## src/rtl/rtc_pkg.sv

```systemverilog
package rtc_pkg;

    localparam int BUS_DW = 32;
    localparam int ADDR_W = 12;
    localparam int IRQ_W  = 5;
    localparam int IRQ_SEC0 = 0;

    localparam logic [ADDR_W-1:0] OFS_BUSY   = 12'h004;
    localparam logic [ADDR_W-1:0] OFS_SEC    = 12'h008;
    localparam logic [ADDR_W-1:0] OFS_SHADOW = 12'h00C;
    localparam logic [ADDR_W-1:0] OFS_MS     = 12'h010;
    localparam logic [ADDR_W-1:0] OFS_ALARM  = 12'h014;
    localparam logic [ADDR_W-1:0] OFS_MASK   = 12'h028;
    localparam logic [ADDR_W-1:0] OFS_STAT   = 12'h02C;

    typedef enum logic [2:0] {
        REG_NONE, REG_BUSY, REG_SEC, REG_SHADOW,
        REG_MS, REG_ALARM, REG_MASK, REG_STAT
    } reg_sel_e;

    typedef struct packed {
        logic              rd;
        logic              wr;
        reg_sel_e          sel;
        logic [BUS_DW-1:0] data;
    } bus_req_t;

    function automatic reg_sel_e decode_addr(input logic [ADDR_W-1:0] a);
        case (a)
            OFS_BUSY:   return REG_BUSY;
            OFS_SEC:    return REG_SEC;
            OFS_SHADOW: return REG_SHADOW;
            OFS_MS:     return REG_MS;
            OFS_ALARM:  return REG_ALARM;
            OFS_MASK:   return REG_MASK;
            OFS_STAT:   return REG_STAT;
            default:    return REG_NONE;
        endcase
    endfunction

endpackage

```

## src/rtl/rtc_pacer.sv

```systemverilog
module rtc_pacer #(
    parameter int CLKS_PER_TICK  = 6104,
    parameter int TICKS_PER_POST = 8
) (
    input  logic clk,
    input  logic rst,
    output logic busy,
    output logic post
);
    localparam int CW = (CLKS_PER_TICK > 1) ? $clog2(CLKS_PER_TICK) : 1;
    localparam int PW = (TICKS_PER_POST > 1) ? $clog2(TICKS_PER_POST) : 1;
    localparam logic [CW-1:0] CLK_LAST  = CW'(CLKS_PER_TICK - 1);
    localparam logic [PW-1:0] PHASE_LAST = PW'(TICKS_PER_POST - 1);

    logic [CW-1:0] clk_cnt;
    logic [PW-1:0] phase;
    logic          tick;

    assign tick = (clk_cnt == CLK_LAST);
    assign busy = (phase == PHASE_LAST);
    assign post = tick && busy;

    always_ff @(posedge clk) begin
        if (rst) begin
            clk_cnt <= '0;
            phase   <= '0;
        end else begin
            clk_cnt <= tick ? '0 : clk_cnt + 1'b1;
            if (tick)
                phase <= busy ? '0 : phase + 1'b1;
        end
    end

    // busy only ends on the posting cycle
    a_r3_busy_ends_on_post: assert property (@(posedge clk) disable iff (rst)
        $fell(busy) |-> $past(post));

endmodule

```

## src/rtl/rtc_timebase.sv

```systemverilog
module rtc_timebase #(
    parameter int CLKS_PER_MS = 200000,
    parameter int MS_PER_SEC  = 1000,
    parameter int SEC_W       = 32
) (
    input  logic             clk,
    input  logic             rst,
    input  logic             sec_wr,
    input  logic [SEC_W-1:0] sec_wdata,
    input  logic             post,
    output logic [SEC_W-1:0] sec_q,
    output logic [SEC_W-1:0] sec_next,
    output logic             sec_upd,
    output logic [$clog2(MS_PER_SEC)-1:0] post_ms,
    output logic [SEC_W-1:0] post_sec
);
    localparam int MW = $clog2(MS_PER_SEC);
    localparam int DW = (CLKS_PER_MS > 1) ? $clog2(CLKS_PER_MS) : 1;
    localparam logic [DW-1:0] DIV_LAST = DW'(CLKS_PER_MS - 1);
    localparam logic [MW-1:0] MS_LAST  = MW'(MS_PER_SEC - 1);

    logic [DW-1:0] div_cnt;
    logic [MW-1:0] ms_q;
    logic          ms_tick;
    logic          ms_wrap;

    assign ms_tick  = (div_cnt == DIV_LAST);
    assign ms_wrap  = ms_tick && (ms_q == MS_LAST);
    assign sec_upd  = sec_wr || ms_wrap;
    assign sec_next = sec_wr ? sec_wdata : sec_q + 1'b1;

    always_ff @(posedge clk) begin
        if (rst) begin
            div_cnt  <= '0;
            ms_q     <= '0;
            sec_q    <= '0;
            post_ms  <= '0;
            post_sec <= '0;
        end else begin
            div_cnt <= ms_tick ? '0 : div_cnt + 1'b1;
            if (ms_tick)
                ms_q <= ms_wrap ? '0 : ms_q + 1'b1;
            if (sec_upd)
                sec_q <= sec_next;
            if (post) begin
                post_ms  <= ms_q;
                post_sec <= sec_q;
            end
        end
    end

    a_r2_ms_in_range: assert property (@(posedge clk) disable iff (rst)
        ms_q <= MS_LAST);

    a_r2_sec_moves_on_wrap: assert property (@(posedge clk) disable iff (rst)
        (!$stable(sec_q) && !$past(sec_wr)) |-> ($past(ms_q) == MS_LAST && ms_q == '0));

endmodule

```

## src/rtl/rtc_alarm_irq.sv

```systemverilog
module rtc_alarm_irq
    import rtc_pkg::*;
#(
    parameter int SEC_W = 32
) (
    input  logic             clk,
    input  logic             rst,
    input  logic             alarm_wr,
    input  logic             mask_wr,
    input  logic             stat_wr,
    input  logic [BUS_DW-1:0] wdata,
    input  logic             sec_upd,
    input  logic [SEC_W-1:0] sec_next,
    output logic [SEC_W-1:0] alarm_q,
    output logic [IRQ_W-1:0] mask_q,
    output logic [IRQ_W-1:0] stat_q,
    output logic             irq
);
    logic [IRQ_W-1:0] set_vec;
    logic [IRQ_W-1:0] clr_vec;

    always_comb begin
        set_vec = '0;
        set_vec[IRQ_SEC0] = sec_upd && (alarm_q != '0) && (sec_next == alarm_q);
        clr_vec = stat_wr ? wdata[IRQ_W-1:0] : '0;
    end

    assign irq = |(stat_q & mask_q);

    always_ff @(posedge clk) begin
        if (rst) begin
            alarm_q <= '0;
            mask_q  <= '0;
            stat_q  <= '0;
        end else begin
            if (alarm_wr) alarm_q <= wdata[SEC_W-1:0];
            if (mask_wr)  mask_q  <= wdata[IRQ_W-1:0];
            stat_q <= (stat_q & ~clr_vec) | set_vec;
        end
    end

    a_r8_one_clears: assert property (@(posedge clk) disable iff (rst)
        (stat_wr && wdata[IRQ_SEC0] && !set_vec[IRQ_SEC0]) |=> !stat_q[IRQ_SEC0]);

    a_r6_status_sticky: assert property (@(posedge clk) disable iff (rst)
        (stat_q[IRQ_SEC0] && !(stat_wr && wdata[IRQ_SEC0])) |=> stat_q[IRQ_SEC0]);

    a_r7_zero_alarm_silent: assert property (@(posedge clk) disable iff (rst)
        $rose(stat_q[IRQ_SEC0]) |-> ($past(alarm_q) != '0));

endmodule

```

## src/rtl/rtc_alarm_top.sv

```systemverilog
module rtc_alarm_top
    import rtc_pkg::*;
#(
    parameter int CLKS_PER_TICK  = 6104,
    parameter int TICKS_PER_POST = 8,
    parameter int CLKS_PER_MS    = 200000,
    parameter int MS_PER_SEC     = 1000
) (
    input  logic              clk,
    input  logic              rst,
    input  logic              bus_sel,
    input  logic              bus_wr,
    input  logic [ADDR_W-1:0] bus_addr,
    input  logic [BUS_DW-1:0] bus_wdata,
    output logic [BUS_DW-1:0] bus_rdata,
    output logic              irq
);
    localparam int SEC_W = BUS_DW;
    localparam int MW    = $clog2(MS_PER_SEC);

    bus_req_t         req;
    logic             busy, post;
    logic             sec_wr, alarm_wr, mask_wr, stat_wr;
    logic [SEC_W-1:0] sec_q, sec_next, post_sec, alarm_q, shadow_q;
    logic             sec_upd;
    logic [MW-1:0]    post_ms;
    logic [IRQ_W-1:0] mask_q, stat_q;

    always_comb begin
        req.rd   = bus_sel && !bus_wr;
        req.wr   = bus_sel && bus_wr;
        req.sel  = decode_addr(bus_addr);
        req.data = bus_wdata;
    end

    // time-keeping writes are refused while posting is in progress
    assign sec_wr   = req.wr && !busy && (req.sel == REG_SEC);
    assign alarm_wr = req.wr && !busy && (req.sel == REG_ALARM);
    assign mask_wr  = req.wr && (req.sel == REG_MASK);
    assign stat_wr  = req.wr && (req.sel == REG_STAT);

    rtc_pacer #(
        .CLKS_PER_TICK (CLKS_PER_TICK),
        .TICKS_PER_POST(TICKS_PER_POST)
    ) u_pacer (
        .clk (clk),
        .rst (rst),
        .busy(busy),
        .post(post)
    );

    rtc_timebase #(
        .CLKS_PER_MS(CLKS_PER_MS),
        .MS_PER_SEC (MS_PER_SEC),
        .SEC_W      (SEC_W)
    ) u_timebase (
        .clk      (clk),
        .rst      (rst),
        .sec_wr   (sec_wr),
        .sec_wdata(req.data),
        .post     (post),
        .sec_q    (sec_q),
        .sec_next (sec_next),
        .sec_upd  (sec_upd),
        .post_ms  (post_ms),
        .post_sec (post_sec)
    );

    rtc_alarm_irq #(
        .SEC_W(SEC_W)
    ) u_alarm (
        .clk     (clk),
        .rst     (rst),
        .alarm_wr(alarm_wr),
        .mask_wr (mask_wr),
        .stat_wr (stat_wr),
        .wdata   (req.data),
        .sec_upd (sec_upd),
        .sec_next(sec_next),
        .alarm_q (alarm_q),
        .mask_q  (mask_q),
        .stat_q  (stat_q),
        .irq     (irq)
    );

    always_ff @(posedge clk) begin
        if (rst) begin
            bus_rdata <= '0;
            shadow_q  <= '0;
        end else begin
            bus_rdata <= '0;
            if (req.rd) begin
                case (req.sel)
                    REG_BUSY:   bus_rdata <= BUS_DW'(busy);
                    REG_SEC:    bus_rdata <= post_sec;
                    REG_SHADOW: bus_rdata <= shadow_q;
                    REG_MS:     bus_rdata <= BUS_DW'(post_ms);
                    REG_ALARM:  bus_rdata <= alarm_q;
                    REG_MASK:   bus_rdata <= BUS_DW'(mask_q);
                    REG_STAT:   bus_rdata <= BUS_DW'(stat_q);
                    default:    bus_rdata <= '0;
                endcase
                if (req.sel == REG_MS)
                    shadow_q <= post_sec;
            end
        end
    end

    a_r5_busy_blocks_alarm: assert property (@(posedge clk) disable iff (rst)
        (busy && req.wr && req.sel == REG_ALARM) |=> $stable(alarm_q));

    a_r4_shadow_only_on_ms_read: assert property (@(posedge clk) disable iff (rst)
        !$stable(shadow_q) |-> $past(req.rd && req.sel == REG_MS));

    a_r9_irq_needs_mask: assert property (@(posedge clk) disable iff (rst)
        irq |-> (mask_q != '0 && stat_q != '0));

endmodule

```

## config.mk

```make
export PLATFORM = sky130hd
export DESIGN_NAME = rtc_alarm_top
export DESIGN_NICKNAME = d
export VERILOG_FILES = /design/src/rtl/rtc_pkg.sv /design/src/rtl/rtc_pacer.sv /design/src/rtl/rtc_timebase.sv /design/src/rtl/rtc_alarm_irq.sv /design/src/rtl/rtc_alarm_top.sv
export SDC_FILE = /design/constraint.sdc
export NUM_CORES = 1
export LEC_CHECK = 0
export ABC_CLOCK_PERIOD_IN_PS = 4630
export CORE_ASPECT_RATIO = 0.8
export CORE_MARGIN = 5
export CORE_UTILIZATION = 30
export DETAILED_ROUTE_END_ITERATION = 6
export PLACE_DENSITY = 0.43
export SYNTH_ARGS = -nofsm -noshare
export SYNTH_HDL_FRONTEND = slang
export SYNTH_SLANG_ARGS = --single-unit
```

## constraint.sdc

```tcl
create_clock -name clk -period 4.63 [get_ports clk]
set_input_delay 0.926 -clock clk [delete_from_list [all_inputs] [get_ports clk]]
set_output_delay 0.926 -clock clk [all_outputs]
set_load 0.02 [all_outputs]
```

## Word-level counts from Yosys, hierarchy flattened

Cells that the tools add are included.

- Flip-flop bits (word level): 224
- Output and inout bits: 33
- Input bits: 48

- Reductions and logical operators: 20
- Add/subtract/negate cells: 5
- Bitwise operators: 5
- Equality and inequality tests: 19
- Mux-type cells: 6

Operator list:

| kind | count |
|---|---|
| case mux 32 bit (7 select lines) | 1 |
| adder 32 x 1 -> 32 bit (second input constant) | 1 |
| equality test 32 bit | 1 |
| 2-to-1 mux 32 bit | 1 |
| nonzero test 32 bit | 1 |
| equality test 12 x 4 -> 1 bit (second input constant) | 2 |
| equality test 12 x 5 -> 1 bit (second input constant) | 2 |
| equality test 12 x 6 -> 1 bit (second input constant) | 2 |
| case mux 3 bit (7 select lines) | 1 |
| adder 18 x 1 -> 18 bit (second input constant) | 1 |
| equality test 18 bit (second input constant) | 1 |
| equality test 3 bit (second input constant) | 5 |
| adder 13 x 1 -> 13 bit (second input constant) | 1 |
| equality test 13 bit (second input constant) | 1 |
| equality test 12 x 3 -> 1 bit (second input constant) | 1 |
| logical AND 1 bit | 11 |
| adder 10 x 1 -> 10 bit (second input constant) | 1 |
| bitwise AND 5 bit | 2 |
| equality test 10 bit (second input constant) | 1 |
| 2-to-1 mux 10 bit | 1 |
| equality test 3 x 2 -> 1 bit (second input constant) | 2 |
| OR reduction 2 bit | 3 |
| 2-to-1 mux 5 bit | 1 |
| NOT 5 bit | 1 |
| other kinds (9) | 10 |

## Longest topological paths before layout

Gate-level depths: netlist of run 1.

- Word-level depth: 8
- Depth in mapped cells: 12
- Depth with buffers taken out: 10

## Cells and area by module

Synthesis of run 1 repeated with hierarchy kept, for this count alone.

- Cell total of the unflattened synthesis: 1,215
- Area, all modules: 10,601.4 µm²

Modules (own cells, without submodules):

| module | sequential area each (µm²) | cells each | times used | area each (µm²) |
|---|---|---|---|---|
| rtc_timebase | 2,042.0 | 603 | 1 | 5,034.8 |
| rtc_alarm_top | 1,281.2 | 337 | 1 | 2,920.3 |
| rtc_alarm_irq | 840.8 | 194 | 1 | 1,901.8 |
| rtc_pacer | 320.3 | 81 | 1 | 744.5 |

## Least setup slack after synthesis of run 1

No wires, ideal clock.

- Path kind: input port to flip-flop
- Start point: input bus_addr[1]
- End point: register bus_rdata[12]
- Arrival: 2.961 ns
- Cell stages on the path: 10
- Required time: 4.502 ns
- Slack: 1.541 ns
- Setup time: 0.128 ns
- Path through: nor4_2 -> and2_1 -> nor3b_1 -> and4_1 -> buf_2 -> buf_2 -> mux2i_1 -> nor2_1 -> a21oi_1 -> nor2_1

- Longest elaborated chain between the ends: 4

Ends and longest elaborated chain:

| what | RTL line | text |
|---|---|---|
| from (decl) | rtc_alarm_top.sv:13 | `input logic [ADDR_W-1:0] bus_addr,` |
| equality test 12 x 6 -> 1 bit (tied with other cells) | rtc_pkg.sv:29 | `case (a)` |
| case mux 3 bit (7 select lines) (*) | rtc_pkg.sv:29 |  |
| equality test 3 bit (tied with other cells) | rtc_alarm_top.sv:93 | `case (req.sel)` |
| case mux 32 bit (7 select lines) (*) | rtc_alarm_top.sv:93 |  |
| to (signal assigned) | rtc_alarm_top.sv:94 | `REG_BUSY: bus_rdata <= BUS_DW'(busy);` |
| to (signal assigned) | rtc_alarm_top.sv:95 | `REG_SEC: bus_rdata <= post_sec;` |
| to (signal assigned) | rtc_alarm_top.sv:96 | `REG_SHADOW: bus_rdata <= shadow_q;` |
| to (decl) | rtc_alarm_top.sv:15 | `output logic [BUS_DW-1:0] bus_rdata,` |

Every way passes the cells marked *; elsewhere a longest branch is shown, timed or not.
A chain may end at the register's enable or synchronous reset.

## Final worst setup path of run 1

- Start point: register u_timebase.sec_q[0]
- End point: register u_alarm.stat_q[0]

- Longest elaborated chain between the ends: 5

Ends and longest elaborated chain:

| what | RTL line | text |
|---|---|---|
| from (decl) | rtc_timebase.sv:11 | `output logic [SEC_W-1:0] sec_q,` |
| from (signal assigned) | rtc_timebase.sv:44 | `sec_q <= sec_next;` |
| adder 32 x 1 -> 32 bit | rtc_timebase.sv:30 | `assign sec_next = sec_wr ? sec_wdata : sec_q + 1'b1;` |
| 2-to-1 mux 32 bit | rtc_timebase.sv:30 |  |
| equality test 32 bit | rtc_alarm_irq.sv:24 | `set_vec[IRQ_SEC0] = sec_upd && (alarm_q != '0) && (sec_next == alarm_q);` |
| logical AND 1 bit | rtc_alarm_irq.sv:24 |  |
| bitwise OR 5 x 1 -> 5 bit | rtc_alarm_irq.sv:38 | `stat_q <= (stat_q & ~clr_vec) \| set_vec;` |
| to (signal assigned) | rtc_alarm_irq.sv:38 |  |
| to (decl) | rtc_alarm_irq.sv:16 | `output logic [IRQ_W-1:0] stat_q,` |

No other way between the ends.

==> metrics.txt, run 1 <==
# TYPE chip_impl_metric gauge
chip_impl_metric{name="clkTransAtPathRegs",unit="ps"} 70
chip_impl_metric{name="maxCapViolCount",unit=""} 0
chip_impl_metric{name="layout.filler_cells",unit=""} 3836
chip_impl_info{name="cts_tree",value="yes"} 1
chip_impl_metric{name="dieWidth",unit="µm"} 224
chip_impl_metric{name="post_route_cells_drive_above_1_share",unit=""} 0.0725
chip_impl_metric{name="final_wl",unit="µm"} 37600
chip_impl_info{name="worst_path_cell_trace",value="ha_1, nand4_1, nor3_1, o31ai_1, a32o_1, a2111oi_0, and4_1, nand4_1, o31ai_1"} 1
chip_impl_metric{name="achievable-frequency",unit="MHz"} 283
chip_impl_metric{name="place_ws",unit="ps"} 640
chip_impl_metric{name="floorplan.rows",unit=""} 62
chip_impl_metric{name="layout_setup_ws",unit="ps"} 1100
chip_impl_info{name="post-synth-top-area-cell",value="sky130_fd_sc_hd__dfxtp_1"} 1
chip_impl_metric{name="post_cts_buffers",unit=""} 0
chip_impl_metric{name="ys_types",unit=""} 70
chip_impl_info{name="cp_top_family",value="simple AND/OR/NAND/NOR gates"} 1
chip_impl_metric{name="gr-usage-all-layers",unit=""} 0.181
chip_impl_info{name="postSynth.topFlopCell",value="sky130_fd_sc_hd__dfxtp_1"} 1
chip_impl_metric{name="dr.pass1.iters",unit=""} 5
chip_impl_metric{name="clock_path_buffers",unit=""} 3
chip_impl_info{name="worstHoldPathType",value="flop to flop"} 1
chip_impl_info{name="critical_path.reg2reg.endpoint",value="u_alarm.stat_q[0]$_SDFF_PP0_"} 1
chip_impl_metric{name="boundaryPins",unit=""} 81
chip_impl_metric{name="hpwlAfterDp",unit="µm"} 27300
chip_impl_metric{name="postSynthCellCount",unit=""} 1381
chip_impl_info{name="ctsRootBufferMaster",value="sky130_fd_sc_hd__clkbuf_16"} 1
chip_impl_metric{name="timing_worst_slew_pin_value",unit="ps"} 921
chip_impl_metric{name="final-setup-viol-count",unit=""} 0
chip_impl_metric{name="worst-path-buf-inv",unit=""} 0
chip_impl_metric{name="synth-edff-count",unit=""} 0
chip_impl_info{name="min_delay_endpoint",value="u_pacer.clk_cnt[0]$_SDFF_PP0_"} 1
chip_impl_metric{name="power.ir.vdd_worst",unit="mV"} 0.267
chip_impl_metric{name="syn_nets",unit=""} 1435
chip_impl_info{name="critPathCaptureType",value="flop"} 1
chip_impl_metric{name="coreArea",unit="mm²"} 0.0360
chip_impl_metric{name="number_of_vias_in_the_routed_layout",unit=""} 9835
chip_impl_metric{name="timing.critical_path.arrival",unit="ps"} 4000
chip_impl_metric{name="timing.reg2reg.worst_path_depth",unit=""} 9
chip_impl_metric{name="final-hold-violation-count",unit=""} 0
chip_impl_metric{name="routedWlPerCell",unit="µm"} 19.5
chip_impl_metric{name="netlist_area",unit="mm²"} 0.0109
chip_impl_metric{name="power.share.clock",unit=""} 0.517
chip_impl_metric{name="clk-insertion-delay-late",unit="ps"} 550
chip_impl_metric{name="yosysTopAreaCellShare",unit=""} 0.410
chip_impl_metric{name="crit_path_max_incr_delay",unit="ps"} 780
chip_impl_metric{name="port-buffer-count",unit=""} 80
chip_impl_metric{name="period_share",unit=""} 0.763
chip_impl_info{name="post_synth_most_frequent_cells",value="sky130_fd_sc_hd__nand2_1 (267), sky130_fd_sc_hd__dfxtp_1 (224), sky130_fd_sc_hd__nor2_1 (161), sky130_fd_sc_hd__a21oi_1 (160), sky130_fd_sc_hd__clkbuf_1 (65)"} 1
chip_impl_metric{name="power.net_switching",unit="mW"} 0.938
chip_impl_metric{name="flow.area_growth_from_synthesis",unit="%"} 20.2
chip_impl_metric{name="number_of_cts_inserted_buffers",unit=""} 26
chip_impl_metric{name="routed_via_density",unit=""} 5.10
chip_impl_metric{name="post-route-min-period",unit="ps"} 3530
chip_impl_metric{name="htreeDepth",unit=""} 1
chip_impl_metric{name="cts_hold_repair.buffers",unit=""} 0
chip_impl_metric{name="gp_congestion",unit=""} 0.883
chip_impl_metric{name="detail_route.drc_violations",unit=""} 0
chip_impl_metric{name="dieArea",unit="mm²"} 0.0404
chip_impl_metric{name="drt_iter0_drc",unit=""} 778
chip_impl_metric{name="cts.repair.resized",unit=""} 0
chip_impl_metric{name="seqPwrFrac",unit=""} 0.453
chip_impl_metric{name="min_path_cells",unit=""} 1
chip_impl_metric{name="multi_input_gate_area_in_the_final_layout",unit="mm²"} 0.00603
chip_impl_metric{name="fin_worst_skew",unit="ps"} 10.5
chip_impl_metric{name="worst_slew_margin_rel",unit=""} 0.381
chip_impl_info{name="type_of_element_launching_the_critical_path",value="flop"} 1
chip_impl_metric{name="fin_setup_tns",unit="ps"} 0
chip_impl_metric{name="ys_warn_count",unit=""} 0
chip_impl_metric{name="cellInternalPower",unit="mW"} 3.34
chip_impl_info{name="cpMaxStageDelayCell",value="sky130_fd_sc_hd__nor3_1"} 1
chip_impl_metric{name="combinationalPowerShare",unit=""} 0.030
chip_impl_metric{name="route.antenna.remaining_nets",unit=""} 0
chip_impl_metric{name="synth_seq_area_share",unit=""} 0.410
chip_impl_info{name="yosys-top-cells-area",value="sky130_fd_sc_hd__dfxtp_1 (41%), sky130_fd_sc_hd__nand2_1 (9.2%), sky130_fd_sc_hd__a21oi_1 (7.3%)"} 1
chip_impl_metric{name="clock_sinks",unit=""} 224
chip_impl_metric{name="finalNetCount",unit=""} 1483
chip_impl_info{name="critical_path.reg2reg.startpoint",value="u_timebase.sec_q[0]$_SDFFE_PP0P_"} 1
chip_impl_metric{name="regArea",unit="mm²"} 0.00448
chip_impl_metric{name="post_synth.cell_area_avg",unit="µm²"} 7.92
chip_impl_metric{name="grt_antenna_before_repair",unit=""} 0
chip_impl_metric{name="power.static_leakage",unit="nW"} 4.26
chip_impl_info{name="class_of_the_most_critical_setup_path",value="flop to flop"} 1
chip_impl_metric{name="wire_length_of_the_first_global_routing_pass",unit="µm"} 58300
chip_impl_metric{name="synth.ff_latch_count",unit=""} 224
chip_impl_metric{name="final-max-slew-violation-count",unit=""} 0
chip_impl_metric{name="r2r_setup_slack",unit="ps"} 1100
chip_impl_metric{name="grt_remaining_overflow",unit=""} 0
chip_impl_metric{name="grt_max_degree",unit=""} 74
chip_impl_metric{name="start_util",unit=""} 0.304
chip_impl_info{name="status",value="completed"} 1
chip_impl_info{name="rsz0062_at_grt",value="no"} 1
chip_impl_metric{name="asyncSetResetFlopFracSynth",unit=""} 0
chip_impl_metric{name="crit_required",unit="ps"} 5100
chip_impl_info{name="post-synth-top-count-cell",value="sky130_fd_sc_hd__nand2_1"} 1
chip_impl_info{name="min-delay-start",value="u_pacer.clk_cnt[0]$_SDFF_PP0_"} 1
chip_impl_metric{name="proportion_of_total_power_due_to_net_switching",unit=""} 0.219
chip_impl_metric{name="first_global_vias",unit=""} 9302
chip_impl_metric{name="power_density",unit="mW/mm²"} 325
chip_impl_metric{name="crit_path_max_fanout",unit=""} 8
chip_impl_metric{name="antenna_cells",unit=""} 0
chip_impl_metric{name="chipHeight",unit="µm"} 181
routing by layer:
layer,global-route usage,vias up,share of wire
met3,0.0248,46,0.043
met1,0.284,4701,0.53
li1,-,4877,-
met2,0.263,211,0.41
met4,0.0328,0,0.018
met5,0,-,0
how the worst max path moves through the flow:
stage                                                start                           end  depth (start not counted)
after floorplan                                bus_addr[1]      bus_rdata[12]$_SDFF_PP0_                         10
after detailed placement                       bus_addr[4]  u_alarm.stat_q[0]$_SDFF_PP0_                         10
final                     u_timebase.sec_q[0]$_SDFFE_PP0P_  u_alarm.stat_q[0]$_SDFF_PP0_                          9
after global placement                         bus_addr[4]  u_alarm.stat_q[0]$_SDFF_PP0_                         10
after CTS                 u_timebase.sec_q[0]$_SDFFE_PP0P_  u_alarm.stat_q[0]$_SDFF_PP0_                          9
after global routing      u_timebase.sec_q[0]$_SDFFE_PP0P_  u_alarm.stat_q[0]$_SDFF_PP0_                          9
cells in the final DEF (no fill, tap or decap), types with 5 or more instances in the layout:
cell type	synthesis	final
sky130_fd_sc_hd__nor4_1	18	18
sky130_fd_sc_hd__a211oi_1	40	40
sky130_fd_sc_hd__ha_1	6	6
sky130_fd_sc_hd__nand3_1	30	30
sky130_fd_sc_hd__inv_1	20	20
sky130_fd_sc_hd__o21ai_0	13	13
sky130_fd_sc_hd__xnor2_1	47	47
sky130_fd_sc_hd__mux2i_1	48	48
sky130_fd_sc_hd__dfxtp_1	224	224
sky130_fd_sc_hd__a22oi_1	7	7
sky130_fd_sc_hd__clkdlybuf4s50_1	0	79
sky130_fd_sc_hd__o21bai_1	5	5
sky130_fd_sc_hd__xor2_1	51	51
sky130_fd_sc_hd__clkbuf_8	0	8
sky130_fd_sc_hd__and4_1	9	8
sky130_fd_sc_hd__nand2_1	267	266
sky130_fd_sc_hd__o22a_1	8	8
sky130_fd_sc_hd__nor2b_1	8	8
sky130_fd_sc_hd__nand4_1	32	32
sky130_fd_sc_hd__and2_1	7	8
sky130_fd_sc_hd__nor3_1	16	15
sky130_fd_sc_hd__nor2_1	161	161
sky130_fd_sc_hd__clkinv_2	0	5
sky130_fd_sc_hd__clkbuf_16	0	27
sky130_fd_sc_hd__a21oi_1	160	160
sky130_fd_sc_hd__and3_1	15	15
sky130_fd_sc_hd__buf_4	1	31
sky130_fd_sc_hd__or3_1	11	11
sky130_fd_sc_hd__a31oi_1	7	7
sky130_fd_sc_hd__nand2b_1	9	9
flip-flops by register name (all words and copies together), names as in the netlist:
signal	count
u_timebase.sec_q	32
u_timebase.div_cnt	18
u_timebase.post_ms	10
u_pacer.phase	3
shadow_q	32
bus_rdata	32
u_timebase.post_sec	32
u_alarm.mask_q	5
u_alarm.alarm_q	32
u_timebase.ms_q	10
u_pacer.clk_cnt	13
u_alarm.stat_q	5
per-stage QoR:
step	utilization	instance area (µm²)	instances	power (mW)	hold slack [ps]
floorplan	-	10900	1381	2.02	413
global placement	0.340	12200	1881	2.11	429
detailed placement	0.340	12200	1881	2.11	440
CTS	0.365	13200	1928	4.33	448
global route	0.365	13200	1928	4.42	464
finish	0.365	13200	1928	4.27	446
layout make-up:
type / instances / share of cell area
multi-input cells: 1046 / 0.458
flip-flops and latches: 224 / 0.341
repair buffers: 111 / 0.0793
clock buffers: 38 / 0.0606
well taps: 480 / 0.0457
clock inverters: 9 / 0.00942
inverters: 20 / 0.00571
power by group through the flow:
| stage | sequential, mW | combinational [mW] | clock [mW] |
|---|---|---|---|
| floorplan | 1.98 | 0.0454 | 0 |
| global placement | 1.98 | 0.131 | 0 |
| detailed placement | 1.98 | 0.131 | 0 |
| CTS | 1.94 | 0.131 | 2.26 |
| global route | 1.93 | 0.140 | 2.35 |
| finish | 1.94 | 0.129 | 2.21 |
cell families after synthesis:
group,Yosys count,share of synthesized area
AOI/OAI and AO/OA,276,0.153
xor gates and xnor gates,98,0.0784
adders and majority gates,6,0.00686
buffers and inverters,111,0.0408
DFF,224,0.410
muxes,52,0.0480
and+or+nand+nor,614,0.263
Note: power is estimated with default switching activity, not from simulation.
==> run 2, diff against run 1 <==
--- a/config.mk
+++ b/config.mk
@@ -5,7 +5,7 @@
 export SDC_FILE = /design/constraint.sdc
 export NUM_CORES = 1
 export LEC_CHECK = 0
-export ABC_CLOCK_PERIOD_IN_PS = 4630
+export ABC_CLOCK_PERIOD_IN_PS = 3500
 export CORE_ASPECT_RATIO = 0.8
 export CORE_MARGIN = 5
 export CORE_UTILIZATION = 30
==> constraint.sdc (replaced) <==
create_clock -name clk -period 3.5 [get_ports clk]
set_input_delay 0.7 -clock clk [delete_from_list [all_inputs] [get_ports clk]]
set_output_delay 0.7 -clock clk [all_outputs]
set_load 0.02 [all_outputs]
==> metrics.txt, run 2 (synthesized netlist as in run 1, its figures left out) <==
# TYPE chip_impl_metric gauge
chip_impl_info{name="status",value="completed"} 1
chip_impl_metric{name="period_share",unit=""} 0.935
chip_impl_metric{name="clock_path_buffers",unit=""} 3
chip_impl_metric{name="final_wl",unit="µm"} 38800
chip_impl_info{name="class_of_the_most_critical_setup_path",value="flop to flop"} 1
chip_impl_info{name="rsz0062_at_grt",value="no"} 1
chip_impl_metric{name="final-max-slew-violation-count",unit=""} 0
chip_impl_metric{name="drt_iter0_drc",unit=""} 793
chip_impl_metric{name="route.antenna.remaining_nets",unit=""} 0
chip_impl_metric{name="flow.area_growth_from_synthesis",unit="%"} 24.4
chip_impl_info{name="layout_commonest_cell",value="sky130_fd_sc_hd__nand2_1"} 1
chip_impl_info{name="most_frequent_cells_in_the_layout",value="sky130_fd_sc_hd__nand2_1 (266), sky130_fd_sc_hd__dfxtp_1 (224), sky130_fd_sc_hd__nor2_1 (161)"} 1
chip_impl_metric{name="number_of_cts_inserted_buffers",unit=""} 26
chip_impl_metric{name="port-buffer-count",unit=""} 80
chip_impl_metric{name="routedWlPerCell",unit="µm"} 19.5
chip_impl_metric{name="clk-insertion-delay-late",unit="ps"} 540
chip_impl_metric{name="crit_required",unit="ps"} 3960
chip_impl_metric{name="final-setup-viol-count",unit=""} 0
chip_impl_metric{name="clock_sinks",unit=""} 224
chip_impl_metric{name="cts_hold_repair.buffers",unit=""} 0
chip_impl_metric{name="total_design_power",unit="mW"} 5.42
chip_impl_info{name="cts_tree",value="yes"} 1
chip_impl_metric{name="hold-worst-slack",unit="ps"} 439
chip_impl_metric{name="dieWidth",unit="µm"} 224
chip_impl_metric{name="timing_worst_slew_pin_value",unit="ps"} 822
chip_impl_metric{name="dpl-instance-area",unit="mm²"} 0.0128
chip_impl_metric{name="numPlacedInstances",unit=""} 1947
chip_impl_metric{name="power.ir.vdd_worst",unit="mV"} 0.268
chip_impl_metric{name="dr.pass1.iters",unit=""} 5
chip_impl_metric{name="chipHeight",unit="µm"} 181
chip_impl_metric{name="htreeDepth",unit=""} 1
chip_impl_info{name="critPathCaptureType",value="flop"} 1
chip_impl_metric{name="dieArea",unit="mm²"} 0.0404
chip_impl_metric{name="clkTransAtPathRegs",unit="ps"} 60
chip_impl_info{name="worst_path_cell_trace",value="ha_1, ha_1, and4bb_2, nand4_1, a2111oi_0, a21oi_1, nor4_1, buf_4, and4_1, nand4_1, o31ai_1"} 1
chip_impl_metric{name="crit_path_max_fanout",unit=""} 4
chip_impl_metric{name="number_of_vias_in_the_routed_layout",unit=""} 10060
chip_impl_metric{name="boundaryPins",unit=""} 81
chip_impl_metric{name="fin_worst_skew",unit="ps"} 13.0
chip_impl_metric{name="hpwlAfterDp",unit="µm"} 28900
chip_impl_metric{name="first_global_vias",unit=""} 9656
chip_impl_metric{name="fin_area",unit="mm²"} 0.0136
chip_impl_metric{name="maxCapViolCount",unit=""} 0
chip_impl_metric{name="antenna_cells",unit=""} 0
chip_impl_info{name="cpMaxStageDelayCell",value="sky130_fd_sc_hd__a2111oi_0"} 1
chip_impl_metric{name="cts.repair.resized",unit=""} 0
chip_impl_metric{name="finalNetCount",unit=""} 1549
chip_impl_metric{name="detail_route.drc_violations",unit=""} 0
chip_impl_metric{name="achievable-frequency",unit="MHz"} 306
chip_impl_metric{name="post_cts_buffers",unit=""} 0
chip_impl_metric{name="grt_remaining_overflow",unit=""} 0
chip_impl_metric{name="crit_path_max_incr_delay",unit="ps"} 770
chip_impl_metric{name="start_util",unit=""} 0.304
chip_impl_metric{name="grt_antenna_before_repair",unit=""} 0
chip_impl_metric{name="final-hold-violation-count",unit=""} 0
chip_impl_metric{name="post-route-min-period",unit="ps"} 3270
chip_impl_metric{name="wire_length_of_the_first_global_routing_pass",unit="µm"} 60100
chip_impl_metric{name="power_density",unit="mW/mm²"} 398
chip_impl_metric{name="grt_max_degree",unit=""} 70
chip_impl_metric{name="layout.core_utilization",unit=""} 0.378
chip_impl_metric{name="worst_slew_margin_rel",unit=""} 0.438
chip_impl_metric{name="gp_congestion",unit=""} 0.918
chip_impl_metric{name="gr-usage-all-layers",unit=""} 0.188
chip_impl_info{name="worstHoldPathType",value="flop to flop"} 1
chip_impl_info{name="ctsRootBufferMaster",value="sky130_fd_sc_hd__clkbuf_16"} 1
chip_impl_metric{name="stdcell_count",unit=""} 1988
chip_impl_metric{name="coreArea",unit="mm²"} 0.0360
chip_impl_metric{name="timing.critical_path.arrival",unit="ps"} 3730
chip_impl_metric{name="post_route_cells_drive_above_1_share",unit=""} 0.109
chip_impl_metric{name="power.static_leakage",unit="nW"} 4.56
chip_impl_metric{name="floorplan.rows",unit=""} 62
chip_impl_metric{name="routed_via_density",unit=""} 5.06
chip_impl_info{name="type_of_element_launching_the_critical_path",value="flop"} 1
[run 2: cell count changes in the layout (fill, tap and decap cells not counted), sizes merged]
| cell | before | now |
|---|---|---|
| buf | 32 | 98 |
| bufinv | 3 | 1 |
| clkbuf | 38 | 37 |
| clkinv | 6 | 3 |
[run 2: routing by layer]
layer  vias up  share of wire  GRT usage
met1      4777           0.52      0.294
met2       222           0.41      0.270
met3        48          0.048     0.0290
li1       5013              -          -
met4         0          0.022     0.0390
met5         -              0          0
[run 2: worst paths after layout]
| kind | cells after the start | startpoint | slack [ps] | end |
|---|---|---|---|---|
| max reg2reg | 11 | u_pacer.phase[0]$_SDFFE_PP0N_ | 230 | u_alarm.stat_q[0]$_SDFF_PP0_ |
| min reg2reg | 1 | u_pacer.clk_cnt[0]$_SDFF_PP0_ | 440 | u_pacer.clk_cnt[0]$_SDFF_PP0_ |
| min | 1 | u_pacer.clk_cnt[0]$_SDFF_PP0_ | 440 | u_pacer.clk_cnt[0]$_SDFF_PP0_ |
| max | 11 | u_pacer.phase[0]$_SDFFE_PP0N_ | 230 | u_alarm.stat_q[0]$_SDFF_PP0_ |
[run 2: per-stage QoR]
stage / setup slack [ps] / setup TNS [ps]
after floorplan: 637 / 0
after CTS: 281 / 0
after detailed placement: -180 / -180
after global placement: -127 / -127
after global routing: 26.2 / 0
final: 229 / 0
[run 2: layout make-up]
| cell class | instances | area [µm²] |
|---|---|---|
| inverter | 20 | 75.1 |
| clock buffer | 37 | 773 |
| multi-input combinational | 1046 | 6030 |
| clock inverter | 4 | 45.0 |
| tap | 480 | 601 |
| timing repair buffer | 177 | 1600 |
| fill | 3791 | 22400 |
| sequential | 224 | 4480 |
[run 2: critical path: cells and delay by family, from the launching register on]
kind            cells  cell delay [ps]
compound gates      3             1180
simple gates        5             1140
fa+ha+maj           2              390
flops               1              320
buf+inv             1              140
[run 2: power by group]
part | internal [mW] | switching, mW | leakage (nW)
clock | 1.59 | 1.08 | 0.406
combinational | 0.0839 | 0.110 | 2.35
sequential | 2.56 | 0.00488 | 1.80
